`config.mk`:
```
export PLATFORM = sky130hd
export DESIGN_NAME = chg_host_watchdog
export DESIGN_NICKNAME = d
export VERILOG_FILES = /design/src/rtl/chg_wd_pkg.sv /design/src/rtl/sec_tick_gen.sv /design/src/rtl/sec_counter.sv /design/src/rtl/chg_host_watchdog.sv
export SDC_FILE = /design/constraint.sdc
export NUM_CORES = 1
export LEC_CHECK = 0
export CORE_ASPECT_RATIO = 0.5
export CORE_UTILIZATION = 25
export CTS_CLUSTER_SIZE = 14
export DETAILED_ROUTE_END_ITERATION = 8
export PLACE_DENSITY_LB_ADDON = 0.12
export SLEW_MARGIN = 20
export SYNTH_ARGS = -nofsm -noshare
export SYNTH_HDL_FRONTEND = slang
export SYNTH_HIERARCHICAL = 1
export SYNTH_SLANG_ARGS = --single-unit
```
`constraint.sdc`:
```
create_clock -name clk -period 5.59 [get_ports clk]
set_input_delay 1.3975 -clock clk [delete_from_list [all_inputs] [get_ports clk]]
set_output_delay 1.3975 -clock clk [all_outputs]
set_load 0.01 [all_outputs]
```
`src/rtl/chg_wd_pkg.sv`:
```
package chg_wd_pkg;

    typedef enum logic {
        MODE_HOST = 1'b0,
        MODE_SAFE = 1'b1
    } wd_mode_e;

    typedef struct packed {
        logic expired;
        logic safe;
        logic reload;
        logic fault;
        logic lim_lo;
        logic lim_hi;
    } wd_flags_t;

    function automatic int cnt_bits(input int n);
        return (n < 2) ? 1 : $clog2(n);
    endfunction

endpackage

```
`src/rtl/sec_tick_gen.sv`:
```
module sec_tick_gen #(
    parameter int CYCLES = 100_000_000
) (
    input  logic clk,
    input  logic rst,
    input  logic clear,
    input  logic enable,
    output logic tick
);
    import chg_wd_pkg::*;

    localparam int CW = cnt_bits(CYCLES);
    localparam logic [CW-1:0] LAST = CW'(CYCLES - 1);

    logic [CW-1:0] cnt_q;

    assign tick = enable && !clear && (cnt_q == LAST);

    always_ff @(posedge clk) begin
        if (rst || clear) begin
            cnt_q <= '0;
        end else if (enable) begin
            cnt_q <= tick ? '0 : cnt_q + 1'b1;
        end
    end
endmodule

```
`src/rtl/sec_counter.sv`:
```
module sec_counter #(
    parameter int LIMIT = 32
) (
    input  logic clk,
    input  logic rst,
    input  logic clear,
    input  logic run,
    input  logic tick,
    output logic done
);
    import chg_wd_pkg::*;

    localparam int CW = cnt_bits(LIMIT);
    localparam logic [CW-1:0] LAST = CW'(LIMIT - 1);

    logic [CW-1:0] cnt_q;

    assign done = run && !clear && tick && (cnt_q == LAST);

    always_ff @(posedge clk) begin
        if (rst || clear) begin
            cnt_q <= '0;
        end else if (run && tick) begin
            cnt_q <= done ? '0 : cnt_q + 1'b1;
        end
    end
endmodule

```
`src/rtl/chg_host_watchdog.sv`:
```
module chg_host_watchdog #(
    parameter int TICK_CYCLES = 100_000_000,
    parameter int WDOG_SECS   = 32,
    parameter int SAFE_SECS   = 900
) (
    input  logic clk,
    input  logic rst,
    input  logic chg_active,
    input  logic host_wr,
    input  logic batt_short,
    input  logic lim_sel,
    output logic wdog_expired,
    output logic safe_mode,
    output logic reload_req,
    output logic timer_fault,
    output logic ilim_lo,
    output logic ilim_hi
);
    import chg_wd_pkg::*;

    wd_mode_e  mode_q, mode_d;
    wd_flags_t flg_q, flg_d;

    logic tick;
    logic wd_clr, wd_run, wd_done;
    logic sf_clr, sf_run, sf_done;
    logic in_safe;

    assign in_safe = (mode_q == MODE_SAFE);

    sec_tick_gen #(.CYCLES(TICK_CYCLES)) u_tick (
        .clk    (clk),
        .rst    (rst),
        .clear  (!chg_active),
        .enable (chg_active && !flg_q.fault),
        .tick   (tick)
    );

    // host watchdog: runs only in host mode; any write restarts it
    assign wd_run = chg_active && !flg_q.fault && !in_safe;
    assign wd_clr = !chg_active || host_wr || in_safe || flg_q.fault;

    sec_counter #(.LIMIT(WDOG_SECS)) u_wdog (
        .clk   (clk),
        .rst   (rst),
        .clear (wd_clr),
        .run   (wd_run),
        .tick  (tick),
        .done  (wd_done)
    );

    // safety timer: runs in safe mode or with a shorted battery
    assign sf_run = chg_active && !flg_q.fault && (in_safe || batt_short);
    assign sf_clr = !chg_active || (host_wr && !batt_short && !flg_q.fault);

    sec_counter #(.LIMIT(SAFE_SECS)) u_safe (
        .clk   (clk),
        .rst   (rst),
        .clear (sf_clr),
        .run   (sf_run),
        .tick  (tick),
        .done  (sf_done)
    );

    always_comb begin
        mode_d = mode_q;
        if (!chg_active) begin
            mode_d = MODE_HOST;
        end else if (!flg_q.fault) begin
            if (in_safe && host_wr) begin
                mode_d = MODE_HOST;
            end else if (wd_done) begin
                mode_d = MODE_SAFE;
            end
        end

        flg_d.expired = chg_active && (flg_q.expired || wd_done);
        flg_d.safe    = (mode_d == MODE_SAFE);
        flg_d.reload  = wd_done;
        flg_d.fault   = chg_active && (flg_q.fault || sf_done);
        flg_d.lim_lo  = (mode_d == MODE_SAFE) && !lim_sel;
        flg_d.lim_hi  = (mode_d == MODE_SAFE) && lim_sel;
    end

    always_ff @(posedge clk) begin
        if (rst) begin
            mode_q <= MODE_HOST;
            flg_q  <= '0;
        end else begin
            mode_q <= mode_d;
            flg_q  <= flg_d;
        end
    end

    assign wdog_expired = flg_q.expired;
    assign safe_mode    = flg_q.safe;
    assign reload_req   = flg_q.reload;
    assign timer_fault  = flg_q.fault;
    assign ilim_lo      = flg_q.lim_lo;
    assign ilim_hi      = flg_q.lim_hi;
endmodule

```
== Yosys cells after proc, flatten, opt, wreduce, memory -nomap -nowiden ==
Index checks and enable logic that the tools add are counted.

* Register bits: 48
* Bits of input ports: 6
* Output and inout port bits: 6
* Word-level logic and storage cells: 59

* $add $sub $neg: 3
* Eq/ne operators: 3
* Muxes and demuxes: 7
* Reduce and logical (&&, ||, !) cells: 37

{| class="wikitable"
|+ Operators by type and width
! cell !! number
|-
| $add A27 B1 Y27 const B || 1
|-
| $eq A27 B27 Y1 const B || 1
|-
| $mux W27 || 1
|-
| $logic_and A1 B1 Y1 || 20
|-
| $add A10 B1 Y10 const B || 1
|-
| $eq A10 B10 Y1 const B || 1
|-
| $logic_or A1 B1 Y1 || 10
|-
| $mux W10 || 1
|-
| $logic_not A1 Y1 || 7
|-
| $add A5 B1 Y5 const B || 1
|-
| $eq A5 B5 Y1 const B || 1
|-
| $mux W5 || 1
|-
| $mux W1 || 4
|}

== Longest topological paths before layout ==
Gate-level depths: netlist of run 1.

* Depth after elaboration: 13
* Gate-level depth with buffers: 13
* Depth with buffers taken out: 10

== By module ==
Netlist of run 1, hierarchy kept.

{| class="wikitable"
|+ By module, submodules not included
! module !! instances !! cells each !! area each (um^2) !! sequential area each (um^2)
|-
| sec_tick_gen || 1 || 166 || 1372.6 || 540.5
|-
| sec_counter (u_safe) || 1 || 53 || 459.2 || 200.2
|-
| chg_host_watchdog || 1 || 26 || 242.7 || 120.1
|-
| sec_counter (u_wdog) || 1 || 27 || 234.0 || 100.1
|}

== Worst setup path before layout of run 1 ==
No wires, ideal clock.

* Path kind: input-to-reg
* Start: input port chg_active
* End: register u_safe.cnt_q[2]
* Library setup time: 117 ps
* Data arrival time: 3365 ps
* Required time: 5473 ps
* Slack: 2108 ps
* Stages on the path: 12
* Path buffers: 3
* Path through: nand2b_4 > inv_1 > buf_4 > and4_2 > clkbuf_1 > nand3_1 > nor3_1 > and3_1 > buf_2 > nand4_1 > nand2_2 > nor2_1

* Elaborated cells between the ends (all ways): 13
* Classes of those cells: mux (1); reduce/logical (12)

{| class="wikitable"
|+ RTL lines
! element !! line !! text
|-
| start: declaration || chg_host_watchdog.sv:8 || <nowiki>input logic chg_active,</nowiki>
|-
| $logic_and A1 B1 Y1 || chg_host_watchdog.sv:35 || <nowiki>.enable (chg_active && !flg_q.fault),</nowiki>
|-
| $logic_and A1 B1 Y1 * (2 in a row) || sec_tick_gen.sv:17 || <nowiki>assign tick = enable && !clear && (cnt_q == LAST);</nowiki>
|-
| via tick || chg_host_watchdog.sv:24 || <nowiki>logic tick;</nowiki>
|-
| $logic_and A1 B1 Y1 (2 in a row) || sec_counter.sv:18 || <nowiki>assign done = run && !clear && tick && (cnt_q == LAST);</nowiki>
|-
| $mux W10 || sec_counter.sv:24 || <nowiki>cnt_q <= done ? '0 : cnt_q + 1'b1;</nowiki>
|-
| end signal: assignment || sec_counter.sv:24 ||
|-
| end: declaration || sec_counter.sv:16 || <nowiki>logic [CW-1:0] cnt_q;</nowiki>
|}

The timed path passes the listed nets; every way through them passes the cells marked *.
A chain may end at the register's enable or synchronous reset.

== Final worst setup path of run 1 ==
* Start: input port chg_active
* End: register u_safe.cnt_q[8]

Same word-level chain as after synthesis.

==> out/qor_table.md, run 1 <==
| Stage | Metric | Value |
|---|---|---|
| status | Run status | completed |
| power and ir drop | Portion of total power attributed to combinational logic | 0.029 |
| power and ir drop | Switching power share of the total | 0.213 |
| synthesis | Sequential share of the synthesized area | 0.416 |
| synthesis | YS warnings | 6 |
| floorplanning | Cell Rows | 24 |
| sta | Period minus WS final | 4170 ps |
| final layout | Fill cell count | 970 |
| synthesis | Synthesized-area fraction occupied by ao, oa, aoi and oai cells | 0.120 |
| clocking | Number of CTS-inserted buffers | 5 |
| final layout | Area Growth Syn to Fin | 15.8% |
| drt | Drt first-iter violations | 72 |
| floorplanning | Vertical die dimension | 70.0 µm |
| sta | Highest clock frequency the design can meet | 0.240 GHz |
| job | Max-cap violations | 0 |
| synthesis | Proportion of synthesized area in mux cells | 0.00867 |
| grt | Leftover overflow at the end of global routing | 0 |
| floorplanning | Initial Util | 0.261 |
| sta | Final setup violating endpoints | 0 |
| synthesis | Parity-gate share of the synthesized area counting xor and xnor cells | 0.0683 |
| sta | RSZ-0062 raised after global routing | false |
| clocking | Number of resized instances in the post-cts repair step | 0 |
| critical path | Path depth of the worst reg2reg path | 9 |
| final layout | Fraction of final layout cells sized beyond drive strength 1 | 0.0893 |
| synthesis | Post-synthesis net count | 282 |
| place | Placement-stage cell area | 2520 µm² |
| floorplanning | Area of the placeable core | 8830 µm² |
| clocking | Setup fix buffers added after clock tree synthesis | 0 |
| drt | Total wire length after detailed routing | 5140 µm |
| critical path | Critical Setup Path Class | input pin to flop |
| drt | Average routed wire per standard cell | 13.0 µm |
| final layout | Final core utilization | 0.303 |
| final layout | Total inserted antenna cells | 0 |
| place | Sum of net half-perimeters after detailed placement | 3660 µm |
| sta | Measured slew at the worst slew-check pin | 845 ps |
| critical path | Worst setup slack for register-to-register paths | 2670 ps |
| drt | First-pass iteration count of the detailed router | 4 |
| drt | Number of vias per cell | 4.99 |
| synthesis | Count of state elements after synthesis | 48 |
| clocking | Clk_lat worst skew | 290 ps |
| synthesis | Most used flip-flop cell after synthesis | sky130_fd_sc_hd__dfxtp_1 |
| power and ir drop | Peak ir drop on the vdd network | 0.0894 mV |
| clocking | Clock net sink count | 48 |
| sta | Fin Clk Skew | 5.05 ps |
| min path | Worst min-delay path startpoint | wdog_expired |
| floorplanning | Count of pins on the block boundary | 12 |
| critical path | Crit. End Element | flop |
| clocking | Hold-fix buffers, CTS | 0 |
| final layout | Final Cell Area | 2670 µm² |
| synthesis | Synth Area per Inst | 8.49 µm² |
| power and ir drop | Power density over the cells | 251 nW/µm² |
| final layout | Non-filler instance count after layout | 397 |
| clocking | TritonCTS clock tree | done |
| synthesis | Yosys cell types | 46 |
| grt | Wire length of the first global-routing pass | 9010 µm |
| power and ir drop | Reg power frac | 0.511 |
| critical path | Largest fanout on the critical path | 8 |
| min path | Worst hold-check path type | flop to flop |
| power and ir drop | Leakage power figure | 0.826 nW |
| grt | Antenna violations before repair | 0 |
| synthesis | Simple logic cell fraction of the synthesized area | 0.328 |
| final layout | Nets | 289 |
| sta | Final worst-path cycle share | 0.746 |
| floorplanning | Area of the die | 9650 µm² |
| grt | Vias in the first global route | 1882 |
| sta | Final Slew Violations | 0 |
| synthesis | Post-synthesis adder-cell area fraction | 0.0217 |
| power and ir drop | Switch Pwr | 0.000143 W |
| sta | Slew headroom | 0.432 |
| drt | Remaining DRCs | 0 |
| clocking | Max clock buf depth | 2 |
| drt | Final antenna-violating net count | 0 |
| synthesis | Number of enable-type register cells in the synthesized netlist | 0 |
| drt | Routed vias | 1982 |
| synthesis | Area of the mapped netlist | 2310 µm² |
| min path | Endpoint with the worst hold slack | wdog_expired |
| power and ir drop | Internal | 0.000528 W |
| sta | Final-layout setup total negative slack | 0 ps |
| critical path | Signal arrival time at the worst endpoint | 4350 ps |
| critical path | Capturing point of the worst reg2reg path | u_safe/cnt_q[8] |
| grt | Maximum number of pins on one net before global-route repair | 21 |
| place | Routability congestion estimate | 0.799 |
| synthesis | Synthesized instance count | 272 |
| critical path | Start of the worst register-to-register path | timer_fault |
| floorplanning | Die extent in x | 138 µm |
| grt | Total Routing Usage GR | 0.119 |
| synthesis | Async S/R FF share, synth | 0 |
| min path | Hold Path Depth | 2 |
| clocking | Clock slew at reported path FFs | 70 ps |
| sta | Final hold slack | 464 ps |
| clocking | CTS H-tree depth | 2 |
| place | PortBufs | 11 |
| sta | Number of hold-slack violations in the final timing report | 0 |
| clocking | Cell chosen for the clock root | sky130_fd_sc_hd__clkbuf_16 |
| critical path | Data required time of the worst path | 5770 ps |
| critical path | Startpoint kind of the worst setup timing path | input pin |
| power and ir drop | Part of the power in the clock network | 0.460 |
| synthesis | Dominant combinational cell family by area after synthesis | simple AND/OR/NAND/NOR gates |
| place | Placed cell count | 389 |
-- per-stage QoR --
step                total power (W)  worst slack, ps
global placement           0.000371             1260
global route               0.000700             1070
CTS                        0.000681             1410
floorplan                  0.000362             2110
detailed placement         0.000371             1120
finish                     0.000671             1420
-- worst max-delay path: stages --
cell	delay, ps
sky130_fd_sc_hd__clkdlybuf4s50_1	580
sky130_fd_sc_hd__nand2b_4	80
sky130_fd_sc_hd__inv_1	210
sky130_fd_sc_hd__and4_2	320
sky130_fd_sc_hd__nand3_1	150
sky130_fd_sc_hd__nor3_1	730
sky130_fd_sc_hd__and3_1	370
sky130_fd_sc_hd__nand4_1	220
sky130_fd_sc_hd__nand2_2	220
sky130_fd_sc_hd__nor2_1	70
-- cell type report --
class,instances,area (µm²),share of cell area
inverter,8,30.0,0.0112
tap,117,146,0.0548
multi-input combinational,204,1270,0.474
sequential,48,961,0.360
clock buffer,7,143,0.0534
clock inverter,1,7.51,0.00281
timing repair buffer,12,118,0.0440
-- layer usage --
layer  track usage  wire length (µm)  vias to the layer above
li1              -                 -                      998
met1         0.160              2620                      954
met2         0.186              2280                       26
met3        0.0349               193                        4
met4        0.0326                46                        0
met5             0                 0                        -
-- cells in the mapped netlist (2+ instances only) --
library cell	number	area, µm²
sky130_fd_sc_hd__a21oi_1	18	90.1
sky130_fd_sc_hd__and2_1	2	12.5
sky130_fd_sc_hd__and3_1	5	31.3
sky130_fd_sc_hd__and4_1	4	35.0
sky130_fd_sc_hd__buf_2	2	10.0
sky130_fd_sc_hd__buf_4	2	15.0
sky130_fd_sc_hd__clkbuf_1	8	30.0
sky130_fd_sc_hd__dfxtp_1	48	961
sky130_fd_sc_hd__ha_1	4	50.1
sky130_fd_sc_hd__inv_1	8	30.0
sky130_fd_sc_hd__mux2i_1	2	20.0
sky130_fd_sc_hd__nand2_1	21	78.8
sky130_fd_sc_hd__nand2_2	2	12.5
sky130_fd_sc_hd__nand2b_4	2	27.5
sky130_fd_sc_hd__nand3_1	14	70.1
sky130_fd_sc_hd__nand3b_1	2	15.0
sky130_fd_sc_hd__nand4_1	13	81.3
sky130_fd_sc_hd__nor2_1	34	128
sky130_fd_sc_hd__nor2b_1	2	12.5
sky130_fd_sc_hd__nor3_1	4	20.0
sky130_fd_sc_hd__nor4_1	6	37.5
sky130_fd_sc_hd__o21ai_0	9	45.0
sky130_fd_sc_hd__o31ai_1	7	52.6
sky130_fd_sc_hd__or3_1	8	50.1
sky130_fd_sc_hd__or3_2	2	15.0
sky130_fd_sc_hd__or4_1	7	52.6
sky130_fd_sc_hd__xnor2_1	4	35.0
sky130_fd_sc_hd__xor2_1	14	123
-- power groups by stage --
| stage | combinational (W) | sequential (W) | clock (W) |
|---|---|---|---|
| 6_report | 0.0000197 | 0.000343 | 0.000309 |
| 5_1_grt | 0.0000219 | 0.000343 | 0.000335 |
| 4_1_cts | 0.0000200 | 0.000343 | 0.000318 |
| 3_5_place_dp | 0.0000199 | 0.000351 | 0 |
| 3_3_place_gp | 0.0000199 | 0.000351 | 0 |
| 2_1_floorplan | 0.0000114 | 0.000351 | 0 |
-- cells in the final DEF (no fill, tap or decap), drive strengths merged, types with 2 or more instances in the layout --
master and count:
a21boi 2, a21oi 18, and2 2, and3 5
and4 6, clkbuf 7, clkdlybuf4s50 11, dfxtp 48
ha 4, inv 8, mux2i 2, nand2 23
nand2b 3, nand3 14, nand3b 2, nand4 14
nor2 34, nor2b 2, nor3 4, nor4 6
o21ai 9, o31ai 7, or3 10, or4 7
xnor2 4, xor2 14
-- cells by family after synthesis --
logic type               after synthesis
AO/OA/AOI/OAI                         44
XOR/XNOR                              18
adder cells (fa/ha/maj)                4
buffers and inverters                 20
flip-flops                            48
multiplexers                           2
AND/OR/NAND/NOR                      136
-- worst max path at each step --
stage	start	to	slack, ps
after floorplan	chg_active	u_safe/cnt_q[2]	2110
after global placement	chg_active	u_safe/cnt_q[8]	1260
after detailed placement	chg_active	u_safe/cnt_q[8]	1120
after CTS	chg_active	u_safe/cnt_q[8]	1410
after global routing	chg_active	u_safe/cnt_q[4]	1070
final	chg_active	u_safe/cnt_q[8]	1420
-- flip-flops by register name (all words and copies together), names as in the netlist --
name	cells
safe_mode	1
u_wdog/cnt_q	5
timer_fault	1
u_tick/cnt_q	27
reload_req	1
wdog_expired	1
ilim_lo	1
u_safe/cnt_q	10
ilim_hi	1
(Power assumes the default switching activity.)
==> run 2, diff against run 1 <==
==> constraint.sdc (replaced) <==
create_clock -name clk -period 3.7 [get_ports clk]
set_input_delay 0.925 -clock clk [delete_from_list [all_inputs] [get_ports clk]]
set_output_delay 0.925 -clock clk [all_outputs]
set_load 0.01 [all_outputs]
==> run 2 against run 1 <==
- sequential power increased by 51%
- flip-flop and latch count unchanged
- combinational power increased by 53%
- register-to-register slack got worse by 1300 ps
- cell count increased by 0.76%
- wire length increased by 0.23%
- highest routed layer unchanged
==> out/qor_table.md, run 2 (synthesis gave the netlist of run 1 again) <==
| Stage | Metric | Value | Delta |
|---|---|---|---|
| status | Run status | completed | unchanged |
| grt | Total Routing Usage GR | 0.119 | about the same |
| critical path | Critical Setup Path Class | input pin to flop | unchanged |
| critical path | Crit. End Element | flop | unchanged |
| critical path | Max stage delay on crit path | 580 ps | was 730 ps |
| power and ir drop | Power density over the cells | 381 nW/µm² | was 251 nW/µm² |
| clocking | Hold-fix buffers, CTS | 0 | unchanged |
| sta | RSZ-0062 raised after global routing | false | unchanged |
| clocking | Number of CTS-inserted buffers | 5 | unchanged |
| grt | Wire length of the first global-routing pass | 8710 µm | was 9010 µm |
| clocking | CTS H-tree depth | 2 | unchanged |
| final layout | Fraction of final layout cells sized beyond drive strength 1 | 0.102 | was 0.0893 |
| place | Sum of net half-perimeters after detailed placement | 3690 µm | was 3660 µm |
| place | PortBufs | 11 | unchanged |
| clocking | TritonCTS clock tree | done | unchanged |
| sta | Final worst-path cycle share | 0.840 |  |
| drt | Average routed wire per standard cell | 12.9 µm | was 13.0 µm |
| critical path | Worst-path cell chain | clkdlybuf4s50_1 -> nand2b_4 -> inv_1 -> and4_2 -> nand3_1 -> nor3_1 -> buf_4 -> and3_1 -> nand4_1 -> nand2_2 -> nor2_1 | was clkdlybuf4s50_1 -> nand2b_4 -> inv_1 -> and4_2 -> nand3_1 -> nor3_1 -> and3_1 -> nand4_1 -> nand2_2 -> nor2_1 |
| sta | Highest clock frequency the design can meet | 0.322 GHz |  |
| drt | First-pass iteration count of the detailed router | 4 | unchanged |
| floorplanning | Cell Rows | 24 | unchanged |
| grt | Antenna violations before repair | 0 | unchanged |
| clocking | Clock slew at reported path FFs | 60 ps | was 70 ps |
| floorplanning | Area of the placeable core | 8830 µm² | unchanged |
| floorplanning | Area of the die | 9650 µm² | unchanged |
| sta | Number of hold-slack violations in the final timing report | 0 | unchanged |
| clocking | Max clock buf depth | 2 | unchanged |
| clocking | Number of resized instances in the post-cts repair step | 0 | unchanged |
| sta | Period minus WS final | 3110 ps |  |
| final layout | Final core utilization | 0.306 | was 0.303 |
| drt | Remaining DRCs | 0 | unchanged |
| final layout | Top flop regs | u_tick/cnt_q: 27 flops, u_safe/cnt_q: 10 flops, u_wdog/cnt_q: 5 flops | unchanged |
| grt | Vias in the first global route | 1851 | was 1882 |
| floorplanning | Vertical die dimension | 70.0 µm | unchanged |
| critical path | Top cell family by delay on the critical path | simple AND/OR/NAND/NOR gates | unchanged |
| power and ir drop | Peak ir drop on the vdd network | 0.135 mV | was 0.0894 mV |
| drt | Drt first-iter violations | 153 | was 72 |
| critical path | Number of buffer and inverter instances along the worst setup path | 3 | was 2 |
| sta | Fin Clk Skew | 7.24 ps | was 5.05 ps |
| clocking | Clock net sink count | 48 | unchanged |
| min path | Worst hold-check path type | flop to flop | unchanged |
| final layout | Total inserted antenna cells | 0 | unchanged |
| final layout | Commonest cells after routing, fill and taps aside | 48 x sky130_fd_sc_hd__dfxtp_1, 34 x sky130_fd_sc_hd__nor2_1, 21 x sky130_fd_sc_hd__nand2_1 | unchanged |
| sta | Slew headroom | 0.494 | was 0.432 |
| power and ir drop | Reg power frac | 0.503 | was 0.511 |
| grt | Maximum number of pins on one net before global-route repair | 21 | unchanged |
| power and ir drop | Leakage power figure | 0.850 nW | was 0.826 nW |
| power and ir drop | Portion of total power attributed to combinational logic | 0.029 | about the same |
| floorplanning | Count of pins on the block boundary | 12 | unchanged |
| grt | Leftover overflow at the end of global routing | 0 | unchanged |
| final layout | Area Growth Syn to Fin | 17.2% | was 15.8% |
| drt | Total wire length after detailed routing | 5160 µm | was 5140 µm |
| final layout | Number of flip-flops in the largest register | 27 | unchanged |
| sta | Final setup violating endpoints | 0 | unchanged |
| final layout | Footprint of the flip-flops and latches | 961 µm² | unchanged |
| place | DP Worst Slack | 241 ps | was 1120 ps |
| drt | Routed vias | 1946 | was 1982 |
| critical path | Library cell contributing the largest single delay on the critical path | sky130_fd_sc_hd__clkdlybuf4s50_1 | was sky130_fd_sc_hd__nor3_1 |
| critical path | Largest fanout on the critical path | 8 | unchanged |
| final layout | Nets | 293 | was 289 |
| floorplanning | Die extent in x | 138 µm | unchanged |
| floorplanning | Initial Util | 0.261 | unchanged |
| sta | Final hold slack | 464 ps | about the same |
| power and ir drop | Switch Pwr | 0.000216 W | was 0.000143 W |
| power and ir drop | Internal | 0.000813 W | was 0.000528 W |
| drt | Final antenna-violating net count | 0 | unchanged |
| power and ir drop | Switching power share of the total | 0.210 | was 0.213 |
| drt | Number of vias per cell | 4.87 | was 4.99 |
| critical path | Signal arrival time at the worst endpoint | 3290 ps | was 4350 ps |
| job | Max-cap violations | 0 | unchanged |
| critical path | Data required time of the worst path | 3880 ps | was 5770 ps |
| place | Routability congestion estimate | 0.774 | was 0.799 |
| final layout | Fill cell count | 959 | was 970 |
| clocking | Setup fix buffers added after clock tree synthesis | 0 | unchanged |
| sta | Final-layout setup total negative slack | 0 ps | unchanged |
| final layout | Area of combinational cells with multiple inputs | 1270 µm² | unchanged |
| clocking | Cell chosen for the clock root | sky130_fd_sc_hd__clkbuf_16 | unchanged |
| clocking | Clk_lat worst skew | 300 ps | was 290 ps |
| sta | Final Slew Violations | 0 | unchanged |
| sta | Measured slew at the worst slew-check pin | 752 ps | was 845 ps |
| final layout | Leading cell type in the layout, fill and taps excluded | sky130_fd_sc_hd__dfxtp_1 | unchanged |
| critical path | Startpoint kind of the worst setup timing path | input pin | unchanged |
| final layout | Register containing the most flip-flops in the final layout | u_tick/cnt_q | unchanged |
| power and ir drop | Part of the power in the clock network | 0.467 | was 0.460 |
| sta | Final worst-path setup slack | 591 ps | was 1420 ps |
[run 2: cell count changes in the layout (fill, tap and decap cells not counted)]
cell and delta:
sky130_fd_sc_hd__clkbuf_1 -1, sky130_fd_sc_hd__buf_4 +4, sky130_fd_sc_hd__clkbuf_8 +1, sky130_fd_sc_hd__clkinvlp_4 -1
[run 2: power by group through the flow]
stage	combinational (W)	sequential [W]	clock, W
after detailed placement	0.0000306	0.000530	0
final	0.0000302	0.000518	0.000481
after CTS	0.0000306	0.000518	0.000500
after floorplan	0.0000172	0.000530	0
after global placement	0.0000307	0.000530	0
after global routing	0.0000336	0.000518	0.000519
[run 2: worst paths after layout]
path	cells after the start	start	slack (ps)	endpoint
worst max-delay path	11	chg_active	590	u_safe/cnt_q[6]
worst min-delay path	2	u_wdog/cnt_q[4]	460	u_wdog/cnt_q[4]
worst max register to register	10	timer_fault	1360	u_safe/cnt_q[6]
worst min register to register	2	u_wdog/cnt_q[4]	460	u_wdog/cnt_q[4]
[run 2: layout make-up]
type,count,share of cell area
Multi-Input combinational cell,204,0.469
Sequential cell,48,0.355
Clock buffer,7,0.0564
Timing Repair Buffer,16,0.0546
Tap cell,117,0.0541
Inverter,8,0.0111
[run 2: routing by layer]
metal | wire length (µm) | share of wire | track usage | vias to the layer above
met5 | 0 | 0 | 0 | -
met4 | 130 | 0.025 | 0.0664 | 0
met2 | 2220 | 0.43 | 0.179 | 15
met3 | 151 | 0.029 | 0.0385 | 12
met1 | 2660 | 0.52 | 0.149 | 917
li1 | - | - | - | 1002
[run 2: worst min-delay path, delay by kind of cell (launching register included)]
family             cells  cell delay, ps
AOI/OAI and AO/OA      1              50
DFF                    1             310
and+or+nand+nor        1              50
[run 2: stage by stage]
stage | power (W) | instance area (µm²) | std cells
6_report | 0.00103 | 2710 | 400
2_1_floorplan | 0.000547 | 2310 | 272
3_5_place_dp | 0.000561 | 2550 | 393
3_3_place_gp | 0.000561 | 2550 | 393
5_1_grt | 0.00107 | 2710 | 400
4_1_cts | 0.00105 | 2710 | 400
==> run 3, diff against run 2 <==
==> constraint.sdc (replaced) <==
create_clock -name clk -period 2.65 [get_ports clk]
set_input_delay 0.6625 -clock clk [delete_from_list [all_inputs] [get_ports clk]]
set_output_delay 0.6625 -clock clk [all_outputs]
set_load 0.01 [all_outputs]
==> run 3 against run 2 <==
- clock power up 31%
- die area unchanged
- critical endpoint is now u_tick/cnt_q[23]
- global-route usage down 0.84 points
==> out/qor_table.md, run 3 (synthesis gave the netlist of run 1 again) <==
| Stage | Metric | Value | Delta |
|---|---|---|---|
| grt | Maximum number of pins on one net before global-route repair | 17 | was 21 |
| clocking | CTS H-tree depth | 2 | unchanged |
| min path | Endpoint with the worst hold slack | u_wdog/cnt_q[4] | unchanged |
| sta | Number of hold-slack violations in the final timing report | 0 | unchanged |
| place | Placement-stage cell area | 2700 µm² | was 2550 µm² |
| drt | Remaining DRCs | 0 | unchanged |
| drt | First-pass iteration count of the detailed router | 4 | unchanged |
| drt | Drt first-iter violations | 101 | was 153 |
| drt | Number of vias per cell | 4.66 | was 4.87 |
| clocking | Max clock buf depth | 2 | unchanged |
| final layout | Area Growth Syn to Fin | 24.4% | was 17.2% |
| final layout | Commonest cells after routing, fill and taps aside | 48 x sky130_fd_sc_hd__dfxtp_1, 34 x sky130_fd_sc_hd__nor2_1, 21 x sky130_fd_sc_hd__buf_4, 21 x sky130_fd_sc_hd__nand2_1, 18 x sky130_fd_sc_hd__a21oi_1 | was 48 x sky130_fd_sc_hd__dfxtp_1, 34 x sky130_fd_sc_hd__nor2_1, 21 x sky130_fd_sc_hd__nand2_1 |
| final layout | Leading cell type in the layout, fill and taps excluded | sky130_fd_sc_hd__dfxtp_1 | unchanged |
| critical path | Crit. End Element | flop | unchanged |
| place | Sum of net half-perimeters after detailed placement | 3770 µm | was 3690 µm |
| floorplanning | Initial Util | 0.261 | unchanged |
| final layout | Nets | 311 | was 293 |
| drt | Routed vias | 1953 | was 1946 |
| critical path | Largest fanout on the critical path | 16 | was 8 |
| place | Placed cell count | 409 | was 393 |
| grt | Leftover overflow at the end of global routing | 0 | unchanged |
| clocking | TritonCTS clock tree | done | unchanged |
| final layout | Fraction of final layout cells sized beyond drive strength 1 | 0.159 | was 0.102 |
| floorplanning | Die extent in x | 138 µm | unchanged |
| critical path | Data required time of the worst path | 2860 ps | was 3880 ps |
| min path | Worst min-delay path startpoint | u_wdog/cnt_q[4] | unchanged |
| grt | Vias in the first global route | 1822 | was 1851 |
| sta | Measured slew at the worst slew-check pin | 674 ps | was 752 ps |
| clocking | Clock net sink count | 48 | unchanged |
| sta | Final worst-path cycle share | 0.843 |  |
| status | Run status | completed | unchanged |
| sta | Period minus WS final | 2230 ps |  |
| final layout | Total inserted antenna cells | 0 | unchanged |
| clocking | Clock slew at reported path FFs | 60 ps | about the same |
| grt | Wire length of the first global-routing pass | 8490 µm | was 8710 µm |
| critical path | Startpoint kind of the worst setup timing path | input pin | unchanged |
| power and ir drop | Leakage power figure | 0.952 nW | was 0.850 nW |
| floorplanning | Vertical die dimension | 70.0 µm | unchanged |
| grt | Antenna violations before repair | 0 | unchanged |
| place | PortBufs | 11 | unchanged |
| sta | Slew headroom | 0.546 | was 0.494 |
| drt | Average routed wire per standard cell | 12.2 µm | was 12.9 µm |
| min path | Worst hold-check path type | flop to flop | unchanged |
| clocking | Number of CTS-inserted buffers | 5 | unchanged |
| critical path | Worst setup slack for register-to-register paths | 520 ps | was 1360 ps |
| clocking | Cell chosen for the clock root | sky130_fd_sc_hd__clkbuf_16 | unchanged |
| final layout | Register containing the most flip-flops in the final layout | u_tick/cnt_q | unchanged |
| sta | Final setup violating endpoints | 0 | unchanged |
| floorplanning | Area of the die | 9650 µm² | unchanged |
| min path | Hold Path Depth | 2 | unchanged |
| floorplanning | Count of pins on the block boundary | 12 | unchanged |
| critical path | Start of the worst register-to-register path | timer_fault | unchanged |
| clocking | Hold-fix buffers, CTS | 0 | unchanged |
| power and ir drop | Peak ir drop on the vdd network | 0.240 mV | was 0.135 mV |
| power and ir drop | Power density over the cells | 489 nW/µm² | was 381 nW/µm² |
| sta | Highest clock frequency the design can meet | 0.448 GHz |  |
| grt | Total Routing Usage GR | 0.111 | was 0.119 |
| place | Routability congestion estimate | 0.748 | was 0.774 |
| drt | Total wire length after detailed routing | 5090 µm | was 5160 µm |
| job | Max-cap violations | 0 | unchanged |
| floorplanning | Area of the placeable core | 8830 µm² | unchanged |
| final layout | Final Cell Area | 2870 µm² | was 2710 µm² |
| sta | Final Slew Violations | 0 | unchanged |
| final layout | Top flop regs | u_tick/cnt_q: 27 flops, u_safe/cnt_q: 10 flops, u_wdog/cnt_q: 5 flops | unchanged |
| clocking | Clk_lat worst skew | 280 ps | was 300 ps |
| final layout | Non-filler instance count after layout | 419 | was 400 |
| sta | RSZ-0062 raised after global routing | false | unchanged |
| floorplanning | Cell Rows | 24 | unchanged |
| drt | Final antenna-violating net count | 0 | unchanged |
| critical path | Signal arrival time at the worst endpoint | 2450 ps | was 3290 ps |
| critical path | Capturing point of the worst reg2reg path | u_tick/cnt_q[23] | was u_safe/cnt_q[6] |
| final layout | Number of flip-flops in the largest register | 27 | unchanged |
| critical path | Path depth of the worst reg2reg path | 7 | was 10 |
| critical path | Critical Setup Path Class | input pin to flop | unchanged |
| sta | Fin Clk Skew | 4.50 ps | was 7.24 ps |
run 3: cell count changes in the layout (fill, tap and decap cells not counted), sizes merged:
cell / change
buf: +18
clkbuf: +1
clkdlybuf4s50: -1
dlymetal6s2s: +1
run 3: area by class of cell:
class                           count  area [µm²]
Tap cell                          117         146
Timing Repair Buffer               34         310
Clock buffer                        8         146
Multi-Input combinational cell    204        1280
Sequential cell                    48         961
Inverter                            8        30.0
Fill cell                         945        5960
run 3: how the worst max path moves through the flow:
stage / from / depth (start not counted) / end
floorplan: chg_active / 12 / u_safe/cnt_q[2]
detailed placement: chg_active / 10 / u_safe/cnt_q[6]
global route: chg_active / 11 / u_safe/cnt_q[6]
global placement: chg_active / 10 / u_safe/cnt_q[8]
CTS: chg_active / 10 / u_safe/cnt_q[6]
finish: chg_active / 8 / u_tick/cnt_q[23]
run 3: stage by stage:
step | util | total power [W] | setup WS [ps] | hold WS, ps | TNS, ps
final | 0.325 | 0.00140 | 416 | 463 | 0
after global placement | 0.306 | 0.000792 | -269 | 453 | -4950
after CTS | 0.324 | 0.00143 | 9.00 | 464 | 0
after detailed placement | 0.306 | 0.000792 | -385 | 456 | -7480
after global routing | 0.325 | 0.00146 | 235 | 510 | 0
after floorplan | - | 0.000764 | 77.7 | 441 | 0
run 3: timing repair:
action / in CTS / in global routing
setup buffers: 1 / 1
setup endpoints to repair: 10 / 15
pin swaps: 1 / 3
resized for setup: 0 / 2
run 3: worst max-delay path, stage by stage:
cell and delay [ps]:
sky130_fd_sc_hd__dlymetal6s2s_1 170, sky130_fd_sc_hd__nand2b_4 70, sky130_fd_sc_hd__inv_1 90, sky130_fd_sc_hd__nand4_2 90
sky130_fd_sc_hd__or4_1 510, sky130_fd_sc_hd__buf_4 200, sky130_fd_sc_hd__or4_1 500, sky130_fd_sc_hd__a21oi_1 150
run 3: routing by layer:
| metal | vias up | routed length, µm | global-route usage |
|---|---|---|---|
| li1 | 1036 | - | - |
| met1 | 907 | 2710 | 0.150 |
| met2 | 8 | 2260 | 0.176 |
| met3 | 2 | 102 | 0.0283 |
| met4 | 0 | 27 | 0.0217 |
| met5 | - | 0 | 0 |
run 3: power breakdown:
group | switching [W] | internal (W)
clock | 0.000253 | 0.000377
combinational | 0.0000263 | 0.0000241
sequential | 0.00000171 | 0.000722
